[src/rtl/cache_pkg.sv]
`timescale 1ns/1ps
package cache_pkg;

    typedef enum logic [2:0] {
        ST_IDLE,
        ST_LOOKUP,
        ST_EVICT,
        ST_FILL,
        ST_WTHRU,
        ST_DONE
    } cache_state_e;

    // Galois step, polynomial x^16 + x^14 + x^13 + x^11 + 1
    function automatic logic [15:0] lfsr16_next(input logic [15:0] s);
        return s[0] ? ((s >> 1) ^ 16'hB400) : (s >> 1);
    endfunction

endpackage

[src/rtl/cache_store.sv]
`timescale 1ns/1ps
module cache_store #(
    parameter int WAYS   = 2,
    parameter int SETS   = 8,
    parameter int TAG_W  = 13,
    parameter int DATA_W = 16,
    parameter int WAY_W  = (WAYS > 1) ? $clog2(WAYS) : 1,
    parameter int SET_W  = (SETS > 1) ? $clog2(SETS) : 1
) (
    input  logic                         clk,
    input  logic                         rst_n,
    input  logic [SET_W-1:0]             rd_set,
    input  logic [TAG_W-1:0]             rd_tag,
    output logic                         hit,
    output logic [WAY_W-1:0]             hit_way,
    output logic [WAYS-1:0]              way_valid,
    output logic [WAYS-1:0]              way_dirty,
    output logic [WAYS-1:0][TAG_W-1:0]   way_tag,
    output logic [WAYS-1:0][DATA_W-1:0]  way_data,
    input  logic                         wr_en,
    input  logic [WAY_W-1:0]             wr_way,
    input  logic [TAG_W-1:0]             wr_tag,
    input  logic [DATA_W-1:0]            wr_data,
    input  logic                         wr_dirty
);

    logic [WAYS-1:0]   valid_q [SETS];
    logic [WAYS-1:0]   dirty_q [SETS];
    logic [TAG_W-1:0]  tag_q   [SETS][WAYS];
    logic [DATA_W-1:0] data_q  [SETS][WAYS];
    logic [WAYS-1:0]   hit_vec;

    always_comb begin
        hit_way = '0;
        for (int w = 0; w < WAYS; w++) begin
            way_valid[w] = valid_q[rd_set][w];
            way_dirty[w] = dirty_q[rd_set][w];
            way_tag[w]   = tag_q[rd_set][w];
            way_data[w]  = data_q[rd_set][w];
            hit_vec[w]   = valid_q[rd_set][w] && (tag_q[rd_set][w] == rd_tag);
            if (hit_vec[w]) hit_way = WAY_W'(w);
        end
        hit = |hit_vec;
    end

    always_ff @(posedge clk or negedge rst_n) begin
        if (!rst_n) begin
            for (int s = 0; s < SETS; s++) begin
                valid_q[s] <= '0;
                dirty_q[s] <= '0;
            end
        end else if (wr_en) begin
            valid_q[rd_set][wr_way] <= 1'b1;
            dirty_q[rd_set][wr_way] <= wr_dirty;
        end
    end

    always_ff @(posedge clk) begin
        if (wr_en) begin
            tag_q[rd_set][wr_way]  <= wr_tag;
            data_q[rd_set][wr_way] <= wr_data;
        end
    end

    // A tag may live in only one way of a set (R3: installs never duplicate)
    assert_single_match_R3: assert property (@(posedge clk) disable iff (!rst_n)
        $onehot0(hit_vec));

endmodule

[src/rtl/cache_victim.sv]
`timescale 1ns/1ps
module cache_victim
    import cache_pkg::*;
#(
    parameter int WAYS   = 2,
    parameter int SETS   = 8,
    parameter bit RANDOM = 1'b0,
    parameter int WAY_W  = (WAYS > 1) ? $clog2(WAYS) : 1,
    parameter int SET_W  = (SETS > 1) ? $clog2(SETS) : 1
) (
    input  logic             clk,
    input  logic             rst_n,
    input  logic [SET_W-1:0] set,
    input  logic             advance,
    output logic [WAY_W-1:0] victim_way
);

    logic [15:0]      lfsr_q;
    logic [WAY_W-1:0] ptr_q [SETS];
    logic [WAY_W-1:0] rnd_way;

    always_ff @(posedge clk or negedge rst_n) begin
        if (!rst_n) begin
            lfsr_q <= 16'hACE1;
            for (int s = 0; s < SETS; s++) ptr_q[s] <= '0;
        end else begin
            lfsr_q <= lfsr16_next(lfsr_q);
            if (advance) begin
                ptr_q[set] <= (ptr_q[set] == WAY_W'(WAYS - 1)) ? '0 : ptr_q[set] + 1'b1;
            end
        end
    end

    assign rnd_way = WAY_W'(32'(lfsr_q[WAY_W-1:0]) % WAYS);

    generate
        if (RANDOM) begin : g_random
            assign victim_way = rnd_way;
        end else begin : g_fifo
            assign victim_way = ptr_q[set];
        end
    endgenerate

    // FIFO pointer must move after every install
    assert_fifo_step_R12: assert property (@(posedge clk) disable iff (!rst_n)
        (advance && !RANDOM && WAYS > 1) |=> (victim_way != $past(victim_way)));

endmodule

[src/rtl/cache_ctrl.sv]
`timescale 1ns/1ps
module cache_ctrl
    import cache_pkg::*;
#(
    parameter int ADDR_W     = 16,
    parameter int DATA_W     = 16,
    parameter int WAYS       = 2,
    parameter int SETS       = 8,
    parameter bit WRITE_BACK = 1'b1,
    parameter bit WR_ALLOC   = 1'b1,
    parameter int WR_CYCLES  = 3,
    parameter int IDX_BITS   = (SETS > 1) ? $clog2(SETS) : 0,
    parameter int TAG_W      = ADDR_W - IDX_BITS,
    parameter int WAY_W      = (WAYS > 1) ? $clog2(WAYS) : 1,
    parameter int SET_W      = (SETS > 1) ? $clog2(SETS) : 1
) (
    input  logic                        clk,
    input  logic                        rst_n,
    input  logic                        cpu_req,
    input  logic                        cpu_we,
    input  logic [ADDR_W-1:0]           cpu_addr,
    input  logic [DATA_W-1:0]           cpu_wdata,
    output logic [DATA_W-1:0]           cpu_rdata,
    output logic                        cpu_ack,
    output logic                        cpu_stall,
    output logic                        mem_rd,
    output logic                        mem_wr,
    output logic [ADDR_W-1:0]           mem_addr,
    output logic [DATA_W-1:0]           mem_wdata,
    input  logic [DATA_W-1:0]           mem_rdata,
    output logic [SET_W-1:0]            lk_set,
    output logic [TAG_W-1:0]            lk_tag,
    input  logic                        hit,
    input  logic [WAY_W-1:0]            hit_way,
    input  logic [WAYS-1:0]             way_valid,
    input  logic [WAYS-1:0]             way_dirty,
    input  logic [WAYS-1:0][TAG_W-1:0]  way_tag,
    input  logic [WAYS-1:0][DATA_W-1:0] way_data,
    input  logic [WAY_W-1:0]            victim_way,
    output logic                        fill_adv,
    output logic                        wr_en,
    output logic [WAY_W-1:0]            wr_way,
    output logic [TAG_W-1:0]            wr_tag,
    output logic [DATA_W-1:0]           wr_data,
    output logic                        wr_dirty
);

    localparam int CNT_W = $clog2(WR_CYCLES + 1);

    cache_state_e      state_q, state_d;
    logic [ADDR_W-1:0] addr_q;
    logic [DATA_W-1:0] wdata_q, rdata_q;
    logic              we_q, hit_q;
    logic [WAY_W-1:0]  hway_q, vway_q;
    logic [CNT_W-1:0]  cnt_q;
    logic [ADDR_W-1:0] evict_addr;
    logic              wr_last, victim_dirty;

    generate
        if (IDX_BITS > 0) begin : g_indexed
            assign lk_set     = addr_q[IDX_BITS-1:0];
            assign evict_addr = {way_tag[vway_q], lk_set};
        end else begin : g_single_set
            assign lk_set     = '0;
            assign evict_addr = way_tag[vway_q];
        end
    endgenerate
    assign lk_tag = addr_q[ADDR_W-1:IDX_BITS];

    assign wr_last      = (cnt_q == CNT_W'(WR_CYCLES - 1));
    assign victim_dirty = WRITE_BACK && way_valid[victim_way] && way_dirty[victim_way];

    // State register
    always_ff @(posedge clk or negedge rst_n) begin
        if (!rst_n) state_q <= ST_IDLE;
        else        state_q <= state_d;
    end

    // Request and datapath registers
    always_ff @(posedge clk or negedge rst_n) begin
        if (!rst_n) begin
            addr_q  <= '0;
            wdata_q <= '0;
            rdata_q <= '0;
            we_q    <= 1'b0;
            hit_q   <= 1'b0;
            hway_q  <= '0;
            vway_q  <= '0;
            cnt_q   <= '0;
        end else begin
            if (state_q == ST_IDLE && cpu_req) begin
                addr_q  <= cpu_addr;
                wdata_q <= cpu_wdata;
                we_q    <= cpu_we;
            end
            if (state_q == ST_LOOKUP) begin
                hit_q  <= hit;
                hway_q <= hit_way;
                vway_q <= victim_way;
                if (hit && !we_q) rdata_q <= way_data[hit_way];
            end
            if (state_q == ST_FILL) rdata_q <= mem_rdata;
            if ((state_q == ST_EVICT || state_q == ST_WTHRU) && state_d == state_q)
                cnt_q <= cnt_q + 1'b1;
            else
                cnt_q <= '0;
        end
    end

    // Next state and outputs
    always_comb begin
        state_d   = state_q;
        mem_rd    = 1'b0;
        mem_wr    = 1'b0;
        mem_addr  = addr_q;
        mem_wdata = wdata_q;
        wr_en     = 1'b0;
        wr_way    = vway_q;
        wr_tag    = lk_tag;
        wr_data   = wdata_q;
        wr_dirty  = 1'b0;
        fill_adv  = 1'b0;
        unique case (state_q)
            ST_IDLE: begin
                if (cpu_req) state_d = ST_LOOKUP;
            end
            ST_LOOKUP: begin
                if (!we_q) begin
                    if (hit)               state_d = ST_DONE;
                    else if (victim_dirty) state_d = ST_EVICT;
                    else                   state_d = ST_FILL;
                end else if (hit) begin
                    if (WRITE_BACK) begin
                        wr_en    = 1'b1;
                        wr_way   = hit_way;
                        wr_dirty = 1'b1;
                        state_d  = ST_DONE;
                    end else begin
                        state_d  = ST_WTHRU;
                    end
                end else if (!WR_ALLOC || !WRITE_BACK) begin
                    state_d = ST_WTHRU;
                end else if (victim_dirty) begin
                    state_d = ST_EVICT;
                end else begin
                    wr_en    = 1'b1;
                    wr_way   = victim_way;
                    wr_dirty = 1'b1;
                    fill_adv = 1'b1;
                    state_d  = ST_DONE;
                end
            end
            ST_EVICT: begin
                mem_wr    = 1'b1;
                mem_addr  = evict_addr;
                mem_wdata = way_data[vway_q];
                if (wr_last) begin
                    if (we_q) begin
                        wr_en    = 1'b1;
                        wr_dirty = 1'b1;
                        fill_adv = 1'b1;
                        state_d  = ST_DONE;
                    end else begin
                        state_d  = ST_FILL;
                    end
                end
            end
            ST_FILL: begin
                mem_rd   = 1'b1;
                wr_en    = 1'b1;
                wr_data  = mem_rdata;
                fill_adv = 1'b1;
                state_d  = ST_DONE;
            end
            ST_WTHRU: begin
                mem_wr = 1'b1;
                if (wr_last) begin
                    if (hit_q) begin
                        wr_en  = 1'b1;
                        wr_way = hway_q;
                    end else if (WR_ALLOC) begin
                        wr_en    = 1'b1;
                        fill_adv = 1'b1;
                    end
                    state_d = ST_DONE;
                end
            end
            ST_DONE: begin
                state_d = ST_IDLE;
            end
            default: state_d = ST_IDLE;
        endcase
    end

    assign cpu_ack   = (state_q == ST_DONE);
    assign cpu_stall = (state_q == ST_EVICT) || (state_q == ST_FILL) || (state_q == ST_WTHRU);
    assign cpu_rdata = rdata_q;

    // Checker state: length of the current write burst
    logic [7:0] wr_run;
    always_ff @(posedge clk or negedge rst_n) begin
        if (!rst_n)      wr_run <= '0;
        else if (mem_wr) wr_run <= wr_run + 1'b1;
        else             wr_run <= '0;
    end

    assert_rw_exclusive_R10: assert property (@(posedge clk) disable iff (!rst_n)
        !(mem_rd && mem_wr));
    assert_read_one_cycle_R10: assert property (@(posedge clk) disable iff (!rst_n)
        mem_rd |=> !mem_rd);
    assert_write_length_R10: assert property (@(posedge clk) disable iff (!rst_n)
        $fell(mem_wr) |-> (wr_run == 8'(WR_CYCLES)));
    assert_stall_busy_R11: assert property (@(posedge clk) disable iff (!rst_n)
        cpu_stall == (mem_rd || mem_wr));
    assert_hit_cancel_R2: assert property (@(posedge clk) disable iff (!rst_n)
        (state_q == ST_LOOKUP && hit && !we_q) |=> (cpu_ack && !mem_rd && !mem_wr));
    assert_ack_pulse_R13: assert property (@(posedge clk) disable iff (!rst_n)
        cpu_ack |=> !cpu_ack);

endmodule

[src/rtl/cpu_word_cache.sv]
`timescale 1ns/1ps
module cpu_word_cache #(
    parameter int ADDR_W      = 16,
    parameter int DATA_W      = 16,
    parameter int SETS        = 8,
    parameter int WAYS        = 2,
    parameter bit WRITE_BACK  = 1'b1,
    parameter bit WR_ALLOC    = 1'b1,
    parameter bit REPL_RANDOM = 1'b0,
    parameter int WR_CYCLES   = 3
) (
    input  logic              clk,
    input  logic              rst_n,
    input  logic              cpu_req,
    input  logic              cpu_we,
    input  logic [ADDR_W-1:0] cpu_addr,
    input  logic [DATA_W-1:0] cpu_wdata,
    output logic [DATA_W-1:0] cpu_rdata,
    output logic              cpu_ack,
    output logic              cpu_stall,
    output logic              mem_rd,
    output logic              mem_wr,
    output logic [ADDR_W-1:0] mem_addr,
    output logic [DATA_W-1:0] mem_wdata,
    input  logic [DATA_W-1:0] mem_rdata
);

    localparam int IDX_BITS = (SETS > 1) ? $clog2(SETS) : 0;
    localparam int TAG_W    = ADDR_W - IDX_BITS;
    localparam int WAY_W    = (WAYS > 1) ? $clog2(WAYS) : 1;
    localparam int SET_W    = (SETS > 1) ? $clog2(SETS) : 1;

    logic [SET_W-1:0]            lk_set;
    logic [TAG_W-1:0]            lk_tag;
    logic                        hit;
    logic [WAY_W-1:0]            hit_way;
    logic [WAYS-1:0]             way_valid, way_dirty;
    logic [WAYS-1:0][TAG_W-1:0]  way_tag;
    logic [WAYS-1:0][DATA_W-1:0] way_data;
    logic [WAY_W-1:0]            victim_way;
    logic                        fill_adv;
    logic                        wr_en, wr_dirty;
    logic [WAY_W-1:0]            wr_way;
    logic [TAG_W-1:0]            wr_tag;
    logic [DATA_W-1:0]           wr_data;

    cache_store #(
        .WAYS(WAYS), .SETS(SETS), .TAG_W(TAG_W), .DATA_W(DATA_W),
        .WAY_W(WAY_W), .SET_W(SET_W)
    ) u_store (
        .clk(clk), .rst_n(rst_n),
        .rd_set(lk_set), .rd_tag(lk_tag),
        .hit(hit), .hit_way(hit_way),
        .way_valid(way_valid), .way_dirty(way_dirty),
        .way_tag(way_tag), .way_data(way_data),
        .wr_en(wr_en), .wr_way(wr_way), .wr_tag(wr_tag),
        .wr_data(wr_data), .wr_dirty(wr_dirty)
    );

    cache_victim #(
        .WAYS(WAYS), .SETS(SETS), .RANDOM(REPL_RANDOM),
        .WAY_W(WAY_W), .SET_W(SET_W)
    ) u_victim (
        .clk(clk), .rst_n(rst_n),
        .set(lk_set), .advance(fill_adv), .victim_way(victim_way)
    );

    cache_ctrl #(
        .ADDR_W(ADDR_W), .DATA_W(DATA_W), .WAYS(WAYS), .SETS(SETS),
        .WRITE_BACK(WRITE_BACK), .WR_ALLOC(WR_ALLOC), .WR_CYCLES(WR_CYCLES),
        .IDX_BITS(IDX_BITS), .TAG_W(TAG_W), .WAY_W(WAY_W), .SET_W(SET_W)
    ) u_ctrl (
        .clk(clk), .rst_n(rst_n),
        .cpu_req(cpu_req), .cpu_we(cpu_we), .cpu_addr(cpu_addr),
        .cpu_wdata(cpu_wdata), .cpu_rdata(cpu_rdata), .cpu_ack(cpu_ack),
        .cpu_stall(cpu_stall),
        .mem_rd(mem_rd), .mem_wr(mem_wr), .mem_addr(mem_addr),
        .mem_wdata(mem_wdata), .mem_rdata(mem_rdata),
        .lk_set(lk_set), .lk_tag(lk_tag),
        .hit(hit), .hit_way(hit_way),
        .way_valid(way_valid), .way_dirty(way_dirty),
        .way_tag(way_tag), .way_data(way_data),
        .victim_way(victim_way), .fill_adv(fill_adv),
        .wr_en(wr_en), .wr_way(wr_way), .wr_tag(wr_tag),
        .wr_data(wr_data), .wr_dirty(wr_dirty)
    );

endmodule

[config.mk]
export PLATFORM = sky130hd
export DESIGN_NAME = cpu_word_cache
export DESIGN_NICKNAME = d
export VERILOG_FILES = /design/src/rtl/cache_pkg.sv /design/src/rtl/cache_store.sv /design/src/rtl/cache_victim.sv /design/src/rtl/cache_ctrl.sv /design/src/rtl/cpu_word_cache.sv
export SDC_FILE = /design/constraint.sdc
export NUM_CORES = 1
export LEC_CHECK = 0
export BUFFER_PORTS_ARGS = -buffer_cell sky130_fd_sc_hd__buf_2
export CORE_MARGIN = 2
export CORE_UTILIZATION = 41
export CTS_BUF_LIST = sky130_fd_sc_hd__clkbuf_4
export CTS_CLUSTER_SIZE = 16
export DETAILED_ROUTE_END_ITERATION = 6
export MAX_ROUTING_LAYER = met4
export PLACE_DENSITY = 0.68
export SKIP_CTS_REPAIR_TIMING = 1
export SYNTH_ARGS = -nofsm -noshare
export SYNTH_HDL_FRONTEND = slang
export SYNTH_HIERARCHICAL = 1
export SYNTH_SLANG_ARGS = --single-unit
[constraint.sdc]
create_clock -name clk -period 7.9 [get_ports clk]
set_input_delay 1.58 -clock clk [delete_from_list [all_inputs] [get_ports clk]]
set_output_delay 1.58 -clock clk [all_outputs]
set_load 0.01 [all_outputs]
==> flow_summary_export.csv, run 1 <==
group,metric,value,unit
run_status,outcome,"finished, final reports clean",
timing,final.setup_skew,0.0631,ns
floorplanning,io_pins,104,
setup_path,regToRegSetupSlack,1.74,ns
cells_and_area,final_cell_area,26300,um^2
timing,min_period,6.16,ns
setup_path,path_class,"register to register",
clock_tree,cts.sinks,561,
detailed_routing,viasPerCell,5.56,
clock_tree,htreeDepth,4,
floorplanning,initial_core_util,41.6,%
pwr,combPwrFrac,35.5,%
detailed_routing,vias,13806,
timing,grt_setup_unrepaired,"no",
min_path,hold_class,"register to register",
pwr,clkPwrFrac,23.1,%
placed_design,io_buffers,103,
timing,worstMarginPinSlew,1.33,ns
global_routing,grt_pass1_wl,86400,um
synth,async_reset_ff_share,17.3,%
pwr,p_seq_share,41.4,%
detailed_routing,ant_nets,0,
pwr,p_per_area,414,nW/um^2
timing,slew_headroom,10.9,%
synth,synth.ff_latch_count,561,
global_routing,grt.total_usage,21.0,%
pwr,max-vdd-ir-drop,177,uV
clock_tree,clk_latency,0.87,ns
min_path,min_from,"u_ctrl/cnt_q[0]",
detailed_routing,wl_per_cell,23.5,um
clock_tree,clockRootBuffer,"clkbuf_4",
pwr,leakagePower,9.51,nW
detailed_routing,dr.pass1.iters,6,
timing,fin_tns_setup,0,ns
min_path,holdPathEnd,"u_ctrl/cnt_q[0]",
cells_and_area,fin_nets,1670,
setup_path,reg2reg_to,"u_store/data_q[2][14]",
timing,hold_viol,0,
cells_and_area,final_common_cell,"edfxtp_1",
cells_and_area,final_util,47.5,%
floorplanning,coreArea,55300,um^2
cells_and_area,area_delta_synth_final,14.3,%
setup_path,arrival,6.67,ns
setup_path,worst_setup_path_end_kind,"register",
synth,yosysUniqueCellTypes,62,
global_routing,grt_overflow,0,
placed_design,dpl.hpwl,34800,um
clock_tree,clk_pin_slew_worst_paths,0.06,ns
global_routing,grt_pass1_vias,13836,
clock_tree,cts_tree,"built",
timing,fin_hold_ws,0.426,ns
pwr,netSwitchingFraction,36.8,%
setup_path,cp_max_fo,70,
setup_path,cp-start-kind,"register",
synth,syn_area,23000,um^2
clock_tree,clock_path_buffers,3,
global_routing,antenna_found_initial,2,
pwr,total_power,10.9,mW
synth,syn_nets,1474,
timing,fin_crit_sh,78.0,%
synth,synth_edf_count,464,
min_path,min_path_cells,1,
synth,synthCells,1421,
synth,synth-main-ff-cell,"edfxtp_1",
cells_and_area,drive_gt1_share,31.9,%
cells_and_area,fillerInstances,4757,
cells_and_area,layout_common_cells,"edfxtp_1 (464), clkbuf_4 (221), mux2i_1 (115), buf_2 (102)",
synth,yosysSeqAreaShare,71.1,%
floorplanning,rows,86,
setup_path,r2r_cells,12,
synth,post_synth.cell_area_avg,16.2,um^2
pwr,power.internal,6.88,mW
placed_design,placed_cell_area,24400,um^2
clock_tree,cts_buffers,142,
synth,synth_warnings,6,
detailed_routing,drcViolationCount,0,
floorplanning,die_area,58000,um^2
pwr,p_sw,4.01,mW
timing,clock.fmax,162,MHz
job,cap_violations,0,
setup_path,reg2reg_from,"u_ctrl/addr_q[0]",
floorplanning,die_w,241,um
timing,setup_violations,0,
detailed_routing,wl,58400,um
floorplanning,die_h,241,um
detailed_routing,initialDrtViolationCount,1484,
placed_design,place.gp.congestion,0.867,
timing,drv_slew,0,
setup_path,crit_required,8.40,ns
global_routing,grt_max_degree,72,
[power by group through the flow]
| stage | combinational [mW] | sequential, mW | clock (mW) |
|---|---|---|---|
| 6_report | 3.87 | 4.51 | 2.52 |
| 3_5_place_dp | 3.82 | 4.57 | 0 |
| 2_1_floorplan | 2.64 | 4.33 | 0 |
| 4_1_cts | 3.83 | 4.51 | 2.58 |
| 3_3_place_gp | 3.76 | 4.55 | 0 |
| 5_1_grt | 4.13 | 4.56 | 2.72 |
[critical path: stages (launching register included)]
cell	delay, ns
dfrtp_4	0.67
buf_4	0.81
mux4_2	0.61
mux2i_1	0.23
xor2_1	0.16
nand2_1	0.07
a2111o_1	0.43
o22ai_2	0.42
o21ai_0	0.23
o221ai_1	0.38
nand2_1	0.45
nor3_2	0.91
buf_4	0.40
[synth_stat cells (all sizes together), types with 6 or more instances]
cell type  number  area [um^2]
edfxtp        464        13900
mux2i         115         1150
dfrtp          97         2430
nand2          93          349
mux2           88          995
a22oi          79          593
nor2           79          297
buf            64          418
a21oi          39          195
mux4           37          837
clkbuf         32          120
o21ai          25          125
nand4          23          144
a221oi         19          166
inv            19         71.3
a221o          18          180
or2            16          100
xnor2          13          114
nand3          11         67.6
xor2           11         96.3
nand2b          8         50.1
nor3            8         40.0
o2bb2ai         8         70.1
o221ai          7         61.3
a22o            6         52.6
nor2b           6         37.5
[registers in the layout (all words and copies together), names as in the netlist, 2 cells and up]
| signal | cells |
|---|---|
| u_ctrl/wdata_q | 16 |
| u_ctrl/addr_q | 16 |
| u_store/dirty_q | 16 |
| u_store/data_q | 256 |
| u_victim/ptr_q | 8 |
| u_ctrl/cnt_q | 2 |
| u_store/tag_q | 208 |
| u_ctrl/state_q | 3 |
| u_store/valid_q | 16 |
| u_ctrl/cpu_rdata | 16 |
[how the worst max path moves through the flow]
stage / endpoint / slack (ns) / start / depth (start not counted)
2_1_floorplan: u_store/dirty_q[6] / 1.66 / u_ctrl/addr_q[0] / 17
4_1_cts: mem_wdata[2] / 1.75 / u_ctrl/addr_q[2] / 9
5_1_grt: u_store/dirty_q[0] / 1.44 / u_ctrl/addr_q[0] / 13
6_report: u_store/data_q[2][14] / 1.74 / u_ctrl/addr_q[0] / 12
3_3_place_gp: u_store/dirty_q[0] / 1.95 / u_ctrl/addr_q[0] / 13
3_5_place_dp: u_store/data_q[2][14] / 1.79 / u_ctrl/addr_q[0] / 12
[layout make-up]
| class | count | area (um^2) | share of cell area, % |
|---|---|---|---|
| Sequential cell | 561 | 16400 | 62.3 |
| Multi-Input combinational cell | 744 | 6150 | 23.4 |
| Clock buffer | 221 | 1660 | 6.31 |
| Tap cell | 748 | 936 | 3.56 |
| Timing Repair Buffer | 148 | 856 | 3.25 |
| Clock inverter | 41 | 243 | 0.923 |
| Inverter | 20 | 75.1 | 0.286 |
| Antenna cell | 1 | 2.50 | 0.00952 |
[cells by family (layout without fill, tap and decap cells)]
logic type               Yosys count  after routing  share of synthesized area [%]
AO/OA/AOI/OAI                    218            218                           6.89
XOR/XNOR                          24             24                          0.914
adder cells (fa/ha/maj)            1              1                         0.0544
buffers and inverters            116            430                           2.66
flip-flops                       561            561                           71.1
multiplexers                     240            240                           13.0
other                              0              1                              0
AND/OR/NAND/NOR                  261            261                           5.41
[routing by layer]
metal  wire length [um]  vias up  global-route usage, %
li1                   -     6035                      -
met1              24200     7022                   27.4
met2              27800      638                   31.9
met3               4920      111                   4.82
met4               1560        0                   8.25
met5                  0        -                      -
[per-stage QoR]
| step | cells | worst slack [ns] |
|---|---|---|
| floorplan | 1421 | 1.66 |
| global placement | 2221 | 1.95 |
| global route | 2484 | 1.44 |
| CTS | 2483 | 1.75 |
| finish | 2484 | 1.74 |
| detailed placement | 2221 | 1.79 |
No activity file was read; power rests on OpenSTA's default activity.
==> run 2, diff against run 1 <==
==> constraint.sdc (replaced) <==
create_clock -name clk -period 6.4 [get_ports clk]
set_input_delay 1.28 -clock clk [delete_from_list [all_inputs] [get_ports clk]]
set_output_delay 1.28 -clock clk [all_outputs]
set_load 0.01 [all_outputs]
==> flow_summary_export.csv, run 2 (same netlist as run 1, synthesis figures left out) <==
group,metric,value,unit
pwr,leakagePower,9.57,nW
cells_and_area,final_util,47.8,%
pwr,p_per_area,517,nW/um^2
cells_and_area,fin_nets,1677,
timing,layout_setup_ws,0.681,ns
setup_path,max_stage_delay,1.12,ns
placed_design,dpl.hpwl,35900,um
setup_path,reg2reg_to,"u_store/dirty_q[0]",
global_routing,use_met2,33.3,%
cells_and_area,largest-register,"u_store/data_q",
clock_tree,clockRootBuffer,"clkbuf_4",
timing,clock.fmax,175,MHz
clock_tree,clock_path_buffers,3,
detailed_routing,dr.pass1.iters,6,
timing,slew_headroom,9.25,%
timing,final.setup_skew,0.0612,ns
cells_and_area,register_area,16400,um^2
floorplanning,rows,86,
clock_tree,cts.sinks,561,
setup_path,reg2reg_from,"u_ctrl/addr_q[0]",
cells_and_area,multiInputGateArea,6150,um^2
clock_tree,cts_tree,"built",
cells_and_area,largestRegisters,"u_store/data_q (256), u_store/tag_q (208)",
clock_tree,clk_pin_slew_worst_paths,0.08,ns
placed_design,io_buffers,103,
detailed_routing,initialDrtViolationCount,1630,
cells_and_area,area_delta_synth_final,14.9,%
timing,fin_tns_setup,0,ns
placed_design,place.gp.congestion,0.785,
setup_path,worst_setup_path_end_kind,"register",
floorplanning,coreArea,55300,um^2
floorplanning,io_pins,104,
global_routing,top_usage_layer,"met2",
setup_path,regToRegSetupSlack,0.68,ns
floorplanning,die_h,241,um
global_routing,grt_max_degree,70,
min_path,holdPathEnd,"u_ctrl/cnt_q[0]",
global_routing,met3_usage,4.66,%
global_routing,grt_pass1_vias,14225,
detailed_routing,vias,14091,
min_path,min_path_cells,1,
timing,setup_violations,0,
floorplanning,initial_core_util,41.6,%
global_routing,grt_util_met1,28.4,%
timing,hold_viol,0,
floorplanning,die_area,58000,um^2
global_routing,grt_overflow,0,
global_routing,grt.total_usage,21.5,%
setup_path,path_class,"register to register",
run_status,outcome,"finished, final reports clean",
min_path,min_from,"u_ctrl/cnt_q[0]",
global_routing,antenna_found_initial,1,
clock_tree,cts_buffers,142,
min_path,hold_class,"register to register",
clock_tree,clk_latency,0.91,ns
timing,fin_crit_sh,89.4,%
detailed_routing,drcViolationCount,0,
cells_and_area,drive_gt1_share,32.1,%
timing,drv_slew,0,
job,cap_violations,0,
cells_and_area,largest_reg_flops,256,
setup_path,critPathSlowestCell,"nor2_4",
detailed_routing,viasPerCell,5.67,
pwr,max-vdd-ir-drop,255,uV
setup_path,crit_required,7.20,ns
detailed_routing,ant_nets,0,
setup_path,cp_max_fo,35,
cells_and_area,fillerInstances,4735,
setup_path,cp-start-kind,"register",
clock_tree,htreeDepth,4,
setup_path,cp_num_buf_inv,2,
timing,grt_setup_unrepaired,"no",
setup_path,cp_cell_sequence,"buf_4 > mux4_2 > mux2_2 > xnor2_1 > nand4_1 > a2111o_1 > o22ai_2 > buf_4 > o21ai_0 > o221ai_1 > nand2b_1 > nor2_4 > mux2_2",
setup_path,r2r_cells,13,
timing,worstMarginPinSlew,1.36,ns
detailed_routing,wl,59800,um
timing,min_period,5.72,ns
setup_path,cp_top_family,"simple AND/OR/NAND/NOR gates",
setup_path,arrival,6.52,ns
timing,fin_hold_ws,0.420,ns
cells_and_area,layout_common_cells,"edfxtp_1 (464), clkbuf_4 (210), mux2i_1 (115), buf_2 (102)",
cells_and_area,final_common_cell,"edfxtp_1",
setup_path,cp-startpoint,"u_ctrl/addr_q[0]",
global_routing,grt_pass1_wl,88700,um
floorplanning,die_w,241,um
placed_design,pre_cts_slack,0.700,ns
detailed_routing,wl_per_cell,24.1,um
run 2: cell count changes in the layout (fill, tap and decap cells not counted):
cell,before,now
buf_12,0,2
buf_4,46,51
bufinv_16,3,8
clkbuf_4,221,210
clkinv_1,26,22
clkinv_2,2,5
diode_2,1,2
inv_2,10,8
nor2_2,4,5
nor2_4,10,9
run 2: worst max-delay path by stage:
stage / slack, ns / endpoint / depth (start not counted)
finish: 0.68 / u_store/dirty_q[0] / 13
detailed placement: 0.70 / u_store/dirty_q[0] / 13
CTS: 0.58 / mem_wdata[12] / 10
global placement: 0.81 / u_store/dirty_q[0] / 12
global route: 0.40 / mem_wdata[12] / 10
floorplan: 0.16 / u_store/dirty_q[6] / 17
run 2: layout make-up:
cell class	count	area share, %
well taps	748	3.54
flip-flops and latches	561	61.9
diodes	2	0.0189
clock inverters	43	1.46
repair buffers	155	3.53
inverters	20	0.284
clock buffers	210	5.97
multi-input cells	744	23.3
run 2: power by group:
group / switching (mW) / internal, mW
sequential: 0.512 / 5.07
clock: 1.43 / 1.83
combinational: 3.07 / 1.76
run 2: stage by stage:
stage | std cells | power (mW) | instance area, um^2
2_1_floorplan | 1421 | 8.61 | 23000
3_3_place_gp | 2228 | 10.3 | 24500
3_5_place_dp | 2228 | 10.4 | 24500
4_1_cts | 2481 | 13.7 | 26400
5_1_grt | 2482 | 14.3 | 26400
6_report | 2483 | 13.7 | 26400
run 2: metal layers:
metal,wire (um),vias up
met5,0,-
met4,1230,0
met3,4910,108
met2,28800,696
met1,24900,7245
li1,-,6042
==> run 3, diff against run 2 <==
--- a/config.mk
+++ b/config.mk
@@ -9,10 +9,11 @@
 export CORE_MARGIN = 2
 export CORE_UTILIZATION = 41
 export CTS_BUF_LIST = sky130_fd_sc_hd__clkbuf_4
-export CTS_CLUSTER_SIZE = 16
+export CTS_CLUSTER_SIZE = 24
 export DETAILED_ROUTE_END_ITERATION = 6
 export MAX_ROUTING_LAYER = met4
 export PLACE_DENSITY = 0.68
+export REMOVE_ABC_BUFFERS = 1
 export SKIP_CTS_REPAIR_TIMING = 1
 export SYNTH_ARGS = -nofsm -noshare
 export SYNTH_HDL_FRONTEND = slang
==> constraint.sdc (replaced) <==
create_clock -name clk -period 6.5 [get_ports clk]
set_input_delay 1.3 -clock clk [delete_from_list [all_inputs] [get_ports clk]]
set_output_delay 1.3 -clock clk [all_outputs]
set_load 0.01 [all_outputs]
==> flow_summary_export.csv, run 3 (same netlist as run 1, synthesis figures left out) <==
group,metric,value,unit
run_status,outcome,"finished, final reports clean",
setup_path,cp_max_fo,34,
cells_and_area,fillerInstances,4783,
min_path,min_path_cells,1,
placed_design,io_buffers,103,
detailed_routing,wl_met1,24100,um
setup_path,crit_required,5.20,ns
floorplanning,rows,86,
pwr,combPwrFrac,34.8,%
placed_design,place.gp.congestion,0.841,
clock_tree,clock_path_buffers,3,
job,cap_violations,0,
detailed_routing,route.met2.wl,28200,um
floorplanning,coreArea,55300,um^2
global_routing,grt_max_degree,74,
floorplanning,die_h,241,um
placed_design,post-place-cells,2233,
timing,worstMarginPinSlew,0.983,ns
detailed_routing,met3_length,4740,um
timing,min_period,5.84,ns
floorplanning,die_area,58000,um^2
detailed_routing,ant_nets,0,
timing,slew_headroom,34.4,%
pwr,netSwitchingFraction,36.4,%
detailed_routing,initialDrtViolationCount,1312,
detailed_routing,dr.pass1.iters,6,
global_routing,grt_pass1_wl,86000,um
detailed_routing,wl,58400,um
timing,final.setup_skew,0.0506,ns
floorplanning,die_w,241,um
setup_path,max_stage_delay,0.75,ns
setup_path,cp_top_family,"buffers and inverters",
timing,grt_setup_unrepaired,"no",
detailed_routing,viasPerCell,5.59,
timing,hold_viol,0,
cells_and_area,fin_cells,2498,
cells_and_area,drive_gt1_share,32.3,%
clock_tree,cts.sinks,561,
clock_tree,clockRootBuffer,"clkbuf_4",
min_path,hold_class,"register to register",
cells_and_area,largest_reg_flops,256,
detailed_routing,vias,13959,
detailed_routing,wl_per_cell,23.4,um
cells_and_area,fin_nets,1682,
pwr,power.internal,8.42,mW
placed_design,dpl.hpwl,36100,um
global_routing,grt.total_usage,20.8,%
timing,setup_violations,0,
cells_and_area,area_delta_synth_final,15.1,%
global_routing,grt_pass1_vias,13982,
setup_path,cp-start-kind,"register",
cells_and_area,final_util,47.9,%
pwr,total_power,13.2,mW
pwr,p_sw,4.82,mW
pwr,clkPwrFrac,23.4,%
global_routing,grt_overflow,0,
setup_path,cpMostUsedCell,"buf_4",
clock_tree,cts_buffers,142,
cells_and_area,final_common_cell,"edfxtp_1",
global_routing,antenna_found_initial,6,
setup_path,arrival,4.54,ns
floorplanning,io_pins,104,
cells_and_area,layout_common_cells,"edfxtp_1 (464), clkbuf_4 (222), mux2i_1 (115), buf_2 (102)",
setup_path,cp_num_cells,9,
setup_path,worst_setup_path_end_kind,"primary output",
pwr,p_per_area,500,nW/um^2
floorplanning,initial_core_util,41.6,%
cells_and_area,largestRegisters,"u_store/data_q (256), u_store/tag_q (208)",
timing,fin_crit_sh,89.9,%
setup_path,cp_cell_sequence,"buf_4 > buf_4 > nor2_1 > buf_4 > a221oi_1 > o221ai_1 > mux2i_1 > a21oi_1 > buf_2",
pwr,p_seq_share,41.8,%
detailed_routing,drcViolationCount,0,
timing,clock.fmax,171,MHz
detailed_routing,top_layer_used,"met4",
clock_tree,clk_latency,0.87,ns
setup_path,path_class,"register to primary output",
setup_path,critPathSlowestCell,"dfrtp_4",
timing,fin_tns_setup,0,ns
clock_tree,clk_pin_slew_worst_paths,0.06,ns
cells_and_area,largest-register,"u_store/data_q",
pwr,leakagePower,9.60,nW
pwr,max-vdd-ir-drop,208,uV
timing,drv_slew,0,
clock_tree,cts_tree,"built",
timing,fin_hold_ws,0.428,ns
setup_path,r2r_cells,13,
setup_path,cp_num_buf_inv,4,
clock_tree,htreeDepth,4,
run 3: cell count changes in the layout (fill, tap and decap cells not counted), sizes merged:
cell,change
buf,+5
bufinv,-4
clkinv,+2
clkinvlp,+1
clkbuf,+12
inv,-1
run 3: worst paths after layout:
path | startpoint | end | slack [ns]
setup / recovery | u_ctrl/addr_q[2] | mem_wdata[13] | 0.66
hold / removal | u_ctrl/cnt_q[0] | u_ctrl/cnt_q[0] | 0.43
setup reg to reg | u_ctrl/addr_q[2] | u_store/tag_q[5][10] | 0.88
hold reg to reg | u_ctrl/cnt_q[0] | u_ctrl/cnt_q[0] | 0.43
max in group asynchronous | rst_n | u_store/dirty_q[10] | 4.80
min in group asynchronous | rst_n | u_ctrl/cpu_rdata[8] | 0.59
run 3: area by class of cell:
type / count / area [um^2] / share of cell area (%)
well taps: 748 / 936 / 3.53
flip-flops and latches: 561 / 16400 / 61.8
clock inverters: 41 / 273 / 1.03
inverters: 20 / 75.1 / 0.284
multi-input cells: 744 / 6140 / 23.2
clock buffers: 222 / 1670 / 6.29
repair buffers: 160 / 1010 / 3.81
diodes: 2 / 5.00 / 0.0189
run 3: metrics by stage:
step / setup WS (ns) / area (um^2)
after floorplan: -3.98 / 22500
final: 0.655 / 26500
after global routing: 0.309 / 26500
after global placement: 1.05 / 24500
after CTS: 0.521 / 26500
after detailed placement: 0.964 / 24500
run 3: worst register-to-register path, cell delays in order, from the launching register on:
cell	delay [ns]
dfrtp_4	0.75
buf_4	0.59
mux4_2	0.39
mux2_2	0.30
xnor2_1	0.16
nand4_1	0.19
or4_4	0.49
o22ai_2	0.45
and3_1	0.24
a211oi_1	0.05
o21ai_1	0.26
nand2_1	0.42
nor2_4	0.79
buf_12	0.25
run 3: power by group through the flow:
stage                     Sequential, mW  Clock, mW  Combinational [mW]
after floorplan                     5.63          0                2.73
after global placement              5.58          0                4.49
after detailed placement            5.61          0                4.57
after CTS                           5.53       3.17                4.59
after global routing                5.61       3.35                4.92
final                               5.53       3.10                4.60
run 3: layer usage:
| layer | GRT usage, % | vias up |
|---|---|---|
| li1 | - | 6084 |
| met1 | 27.2 | 7120 |
| met2 | 32.2 | 646 |
| met3 | 4.45 | 109 |
| met4 | 7.56 | 0 |
| met5 | - | - |
